--- src/rtl/pc_pkg.sv ---
package pc_pkg;
    typedef enum logic [1:0] {
        SRC_INC   = 2'd0,
        SRC_LOWWR = 2'd1,
        SRC_JUMP  = 2'd2,
        SRC_RET   = 2'd3
    } pc_src_e;
endpackage

--- src/rtl/pc_src_arb.sv ---
module pc_src_arb
    import pc_pkg::*;
(
    input  logic    clk,
    input  logic    rst,
    input  logic    ret_ld,
    input  logic    jump_ld,
    input  logic    pcl_wr,
    output pc_src_e src
);
    always_comb begin
        if (ret_ld)       src = SRC_RET;
        else if (jump_ld) src = SRC_JUMP;
        else if (pcl_wr)  src = SRC_LOWWR;
        else              src = SRC_INC;
    end

    // a return outranks every other request
    a_r7_ret_wins: assert property (@(posedge clk) disable iff (rst)
        ret_ld |-> src == SRC_RET);
    // a jump outranks a low-byte write
    a_r7_jump_over_wr: assert property (@(posedge clk) disable iff (rst)
        (jump_ld && !ret_ld) |-> src == SRC_JUMP);
endmodule

--- src/rtl/pc_hold_latch.sv ---
module pc_hold_latch #(
    parameter int DATA_W  = 8,
    parameter int LATCH_W = 5
) (
    input  logic               clk,
    input  logic               rst,
    input  logic               wr,
    input  logic [DATA_W-1:0]  din,
    output logic [LATCH_W-1:0] q
);
    logic unused_hi;
    assign unused_hi = ^din[DATA_W-1:LATCH_W];

    always_ff @(posedge clk) begin
        if (rst)     q <= '0;
        else if (wr) q <= din[LATCH_W-1:0];
    end

    // the latch moves only on its own write strobe
    a_r8_latch_hold: assert property (@(posedge clk) disable iff (rst)
        !wr |=> $stable(q));
    // a write keeps the low bits of the data
    a_r6_latch_store: assert property (@(posedge clk) disable iff (rst)
        wr |=> q == $past(din[LATCH_W-1:0]));
endmodule

--- src/rtl/pc_next_mux.sv ---
module pc_next_mux
    import pc_pkg::*;
#(
    parameter int PC_W    = 13,
    parameter int LO_W    = 8,
    parameter int OP_W    = 11,
    parameter int LATCH_W = 5
) (
    input  pc_src_e            src,
    input  logic [PC_W-1:0]    pc_cur,
    input  logic [LO_W-1:0]    alu_res,
    input  logic [OP_W-1:0]    op_field,
    input  logic [PC_W-1:0]    stack_val,
    input  logic [LATCH_W-1:0] latch_q,
    output logic [PC_W-1:0]    pc_nxt
);
    localparam int HI_W  = PC_W - LO_W;
    localparam int JHI_W = PC_W - OP_W;

    always_comb begin
        unique case (src)
            SRC_INC:   pc_nxt = pc_cur + PC_W'(1);
            SRC_LOWWR: pc_nxt = {latch_q[HI_W-1:0], alu_res};
            SRC_JUMP:  pc_nxt = {latch_q[LATCH_W-1 -: JHI_W], op_field};
            SRC_RET:   pc_nxt = stack_val;
            default:   pc_nxt = pc_cur;
        endcase
    end
endmodule

--- src/rtl/pc_unit.sv ---
module pc_unit
    import pc_pkg::*;
#(
    parameter int PC_W    = 13,
    parameter int LO_W    = 8,
    parameter int OP_W    = 11,
    parameter int LATCH_W = 5,
    parameter int DATA_W  = 8
) (
    input  logic               clk,
    input  logic               rst,
    input  logic               pcl_wr,
    input  logic [LO_W-1:0]    alu_res,
    input  logic               jump_ld,
    input  logic [OP_W-1:0]    op_field,
    input  logic               ret_ld,
    input  logic [PC_W-1:0]    stack_val,
    input  logic               latch_wr,
    input  logic [DATA_W-1:0]  latch_din,
    output logic [PC_W-1:0]    pc,
    output logic [LO_W-1:0]    pcl_q,
    output logic [LATCH_W-1:0] latch_q
);
    localparam int HI_W  = PC_W - LO_W;
    localparam int JHI_W = PC_W - OP_W;

    pc_src_e         src;
    logic [PC_W-1:0] pc_nxt;

    pc_src_arb u_arb (
        .clk     (clk),
        .rst     (rst),
        .ret_ld  (ret_ld),
        .jump_ld (jump_ld),
        .pcl_wr  (pcl_wr),
        .src     (src)
    );

    pc_hold_latch #(.DATA_W(DATA_W), .LATCH_W(LATCH_W)) u_latch (
        .clk (clk),
        .rst (rst),
        .wr  (latch_wr),
        .din (latch_din),
        .q   (latch_q)
    );

    pc_next_mux #(.PC_W(PC_W), .LO_W(LO_W), .OP_W(OP_W), .LATCH_W(LATCH_W)) u_mux (
        .src       (src),
        .pc_cur    (pc),
        .alu_res   (alu_res),
        .op_field  (op_field),
        .stack_val (stack_val),
        .latch_q   (latch_q),
        .pc_nxt    (pc_nxt)
    );

    always_ff @(posedge clk) begin
        if (rst) pc <= '0;
        else     pc <= pc_nxt;
    end

    assign pcl_q = pc[LO_W-1:0];

    // reset clears the counter
    a_r1_reset_pc: assert property (@(posedge clk)
        rst |=> pc == '0);
    // step by one when idle
    a_r2_increment: assert property (@(posedge clk) disable iff (rst)
        (!ret_ld && !jump_ld && !pcl_wr) |=> pc == $past(pc) + PC_W'(1));
    // low-byte write combines all latch bits with the ALU byte
    a_r3_low_write: assert property (@(posedge clk) disable iff (rst)
        (pcl_wr && !jump_ld && !ret_ld) |=>
            pc == {$past(latch_q[HI_W-1:0]), $past(alu_res)});
    // jump takes the top latch bits and the opcode field
    a_r4_jump: assert property (@(posedge clk) disable iff (rst)
        (jump_ld && !ret_ld) |=>
            pc == {$past(latch_q[LATCH_W-1 -: JHI_W]), $past(op_field)});
    // return restores the stacked address
    a_r5_return: assert property (@(posedge clk) disable iff (rst)
        ret_ld |=> pc == $past(stack_val));
endmodule

--- config.mk ---
export PLATFORM = sky130hd
export DESIGN_NAME = pc_unit
export DESIGN_NICKNAME = d
export VERILOG_FILES = /design/src/rtl/pc_pkg.sv /design/src/rtl/pc_src_arb.sv /design/src/rtl/pc_hold_latch.sv /design/src/rtl/pc_next_mux.sv /design/src/rtl/pc_unit.sv
export SDC_FILE = /design/constraint.sdc
export NUM_CORES = 1
export LEC_CHECK = 0
export ABC_AREA = 1
export BUFFER_PORTS_ARGS = -buffer_cell sky130_fd_sc_hd__buf_4
export CAP_MARGIN = 20
export CORE_MARGIN = 2
export CORE_UTILIZATION = 39
export DETAILED_ROUTE_END_ITERATION = 10
export PLACE_DENSITY = 0.76
export SLEW_MARGIN = 25
export SYNTH_ARGS = -nofsm -noshare
export SYNTH_HDL_FRONTEND = slang
export SYNTH_SLANG_ARGS = --single-unit
--- constraint.sdc ---
create_clock -name clk -period 1.3 [get_ports clk]
set_clock_uncertainty 0.2 [all_clocks]
set_input_delay 0.195 -clock clk [delete_from_list [all_inputs] [get_ports clk]]
set_output_delay 0.195 -clock clk [all_outputs]
set_load 0.005 [all_outputs]
# == After elaboration in Yosys (flattened, before gate mapping) ==
# Cells that the tools add are included.
# word_totals
reg_bits,18
elab_cells,11
out_inout_bits,26
# classes
n_mux,4
eq_ne,3
n_addsub,1
reduce_logical,1
# ops
operator,n
one-hot mux 13 bit (4 select lines),1
adder 13 x 1 -> 13 bit (second input constant),1
== test 2 bit (second input constant),2
two-way mux 2 bit,2
== test 2 x 1 -> 1 bit (second input constant),1
logical NOT 2 bit,1
two-way mux 1 bit,1

# == Depth between registers and ports, before layout ==
# logic_depth
ltp_word,5
ltp_mapped,9

# == Hierarchy ==
# Synthesis repeated with hierarchy kept, for this count alone.
# hier_totals
cells_unflattened,223
area_unflattened_um2,1283.7
# modules_own_cells
module,cells_each,seq_area_each_um2,area_each_um2,instances
pc_next_mux,138,0.0,626.9,1
pc_unit,48,260.2,429.2,1
pc_hold_latch,32,100.1,209.0,1
pc_src_arb,5,0.0,18.8,1

# == Worst setup path before layout ==
# Ideal clock, no wire load.
# synth_path
kind,register to register
startpoint,reg pc[0]
endpoint,reg pc[6]
setup_ns,0.068
path_buffers,0
slack_ns,-0.151
arrival_ns,1.183
period_less_slack_ns,1.451
stages_incl_launch_ff,7
path_cell_list,dfxtp_1 > ha_1 > nand3_2 > nor2_4 > xor2_1 > nand2_1 > a21oi_2
# synth_between
elab_chain_cells,2
# synth_rtl
element,line,text
from (decl),pc_unit.sv:20,"output logic [PC_W-1:0] pc,"
from (signal assigned),pc_unit.sv:59,else pc <= pc_nxt;
adder 13 x 1 -> 13 bit,pc_next_mux.sv:22,SRC_INC: pc_nxt = pc_cur + PC_W'(1);
one-hot mux 13 bit (4 select lines),pc_next_mux.sv:21,unique case (src)
# Every way passes these cells.
# A chain may end at the register's enable or synchronous reset.

# == Worst setup path after layout ==
# layout_path
startpoint,reg pc[0]
endpoint,reg pc[9]
# The elaborated chain is that of the path after synthesis.

==> run metrics <==
status finished with violations; failing checks hold timing, setup timing; routed vias/inst 4.76; row count 20; Starting Density 40.0%; CP Class reg -> reg; clk root buf clkbuf_4; Reg clk slew, reported paths 110 ps; grt total ovfl 0; Synth Warn # 0; IO buf count 68; final setup fails 15; Leak 0.00101 uW; CTS tree done; Max-cap violations 0; setup TNS -454 ps; antenna violations before repair 0; Max transition margin 83.4%; full die area 3510 sq um; Ant. Diodes 0; # IOs 72; Fill cells 235; Logic pwr share 33.8%; Worst setup SP type flop; Post-DRT Antenna Nets 0; post-DP HPWL 2630 um; Slew Viols, Final 0; r2r worst-path depth 7; Power Dens Cells 692 nW/um^2; fmax 727 MHz; fin area 2140 sq um; Setup WS pre-CTS -65.7 ps; Net Sw Power 413 uW; die height 59.3 um; Worst Path Max Fanout 4; largest net degree at the start of global routing 13; register area share after synthesis 30.3%; first-pass GRT wire length 5730 um; CTS H-tree depth 1; Post-Syn Area 1190 sq um; Final min period 1370 ps; worst slew pin tran 249 ps; Starting DRT DRC Count 44; Yosys reg bits 18; clock sinks 18; Flop pwr share 43.0%; Residual DRC 0; Cell variety after synth 25; global-route usage over all layers 21.1%; Area growth syn-to-layout 79.9%; DP Area between 1500 and 2000 sq um; RePlAce Congestion 0.757; DRT Pass-1 Iters 4; switching part of the total power 27.9%; reg-to-reg setup timing slack -70 ps; cts hold-fix bufs 7; Critical Path Sink Type flop; Detailed Route WL 3700 um; Final #Nets 321; reg-to-reg endpoint pc[9]; WL/cell 12.1 um; net count after synthesis 231; final worst-path cycle share 106%; worst setup path startpoint pc[0]; clock latency on the worst-skew pair between 200 and 300 ps; core area between 2000 and 3000 sq um; Avg Cell Area, Syn 6.47 sq um; crit path to pc[9]; CTS Buf Count 3; Setup WS post-layout -74.6 ps; Hold Path Class in -> reg; Clk pwr share 23.2%; FF-to-FF Start pc[0]; RSZ-0062 raised after global routing true; internal power ~1100 uW; VDD IR-drop max 0.000558 V; Cells after Synth between 150 and 200; worst-case clock buffer depth 2; Hold Slack -44.1 ps; Die X 59.3 um; layout cells sized above 1 48.0%; Req. time, crit path ~1300 ps; vias in the first global route about 1,400; Worst EP arrival 1400 ps; vias post-DR 1,458; Final Hold Fails 10
## critical path, stage by stage, from the launching register on
cell and delay [ps]:
dfxtp_4 390, buf_6 120, nand3_4 100, nor2_4 140
nand3b_1 90, nand2_1 90, nand2_1 70, a21oi_2 110
## sequential cells by signal (all words and copies together) (netlist names)
signal     cells
u_latch.q      5
pc            13
## worst min path at each step
stage | startpoint | slack, ps | cells past startpoint | to
6_report | rst | -40 | 2 | pc[9]
3_3_place_gp | latch_din[3] | 220 | 3 | u_latch.q[3]
4_1_cts | rst | -60 | 2 | pc[9]
2_1_floorplan | latch_din[0] | 130 | 2 | u_latch.q[0]
3_5_place_dp | latch_din[2] | 220 | 3 | u_latch.q[2]
5_1_grt | rst | -60 | 2 | pc[10]
## synth_stat cells, drive strengths merged
cell     count  area, sq um
nand3        6         40.0
nor2        22          110
dfxtp       18          360
o21ai        5         25.0
nand3b       4         30.0
nand2       71          269
xor2         2         17.5
inv         12         45.1
xnor2        3         26.3
ha           1         12.5
clkbuf       1         3.75
o2111ai      1         8.76
buf         13         96.3
a22oi        2         15.0
a21oi       18         97.6
nand4        4         25.0
a41oi        1         8.76
## stage by stage
stage	utilization [%]	total power (uW)	hold WS [ps]	instances
3_5_place_dp	60.4	1050	223	289
5_1_grt	72.0	1570	-58.1	306
4_1_cts	67.6	1430	-58.3	303
3_3_place_gp	60.4	1040	217	289
2_1_floorplan	-	815	130	184
6_report	72.0	1480	-44.1	306
## placed cells by master, fill, tap and decap left out, drive strengths merged
master / instances
buf: 92
nand2: 71
nor2: 22
a21oi: 18
dfxtp: 18
inv: 12
dlygate4sd3: 7
nand3: 6
o21ai: 5
nand4: 4
nand3b: 4
clkbuf: 4
xnor2: 3
a22oi: 2
xor2: 2
a41oi: 1
o2111ai: 1
ha: 1
## layout make-up
type	instances	area [sq um]	area share, %
Inverter	12	47.5	2.22
Tap cell	33	41.3	1.93
Clock buffer	4	36.3	1.69
Sequential cell	18	385	18.0
Timing Repair Buffer	99	843	39.3
Multi-Input combinational cell	140	790	36.8
## logic make-up (layout without fill, tap and decap cells)
| family | after synthesis | after routing | share of synthesized area (%) |
|---|---|---|---|
| simple gates | 107 | 107 | 39.8 |
| compound gates | 27 | 27 | 13.0 |
| buf+inv | 26 | 115 | 12.2 |
| flops | 18 | 18 | 30.3 |
| xor+xnor | 5 | 5 | 3.68 |
| fa+ha+maj | 1 | 1 | 1.05 |
## routing by layer
layer	track usage [%]	vias up	wire [um]
met5	0	-	0
met4	6.82	0	52
met3	1.97	4	168
met2	36.9	52	1840
met1	26.9	639	1640
li1	-	763	-
## power groups by stage
stage | registers (uW) | clock network [uW] | logic (uW)
floorplan | 648 | 0 | 167
global placement | 641 | 0 | 403
detailed placement | 642 | 0 | 409
CTS | 633 | 342 | 456
global route | 644 | 380 | 544
finish | 638 | 344 | 501
## timing repair
item,4_1_cts,5_1_grt
endpoints found under the setup margin,21,28
hold endpoints to repair,16,10
pin swaps,8,6
gates cloned,0,0
resized for setup,22,30
setup buffers,3,4
(Power assumes the default switching activity.)
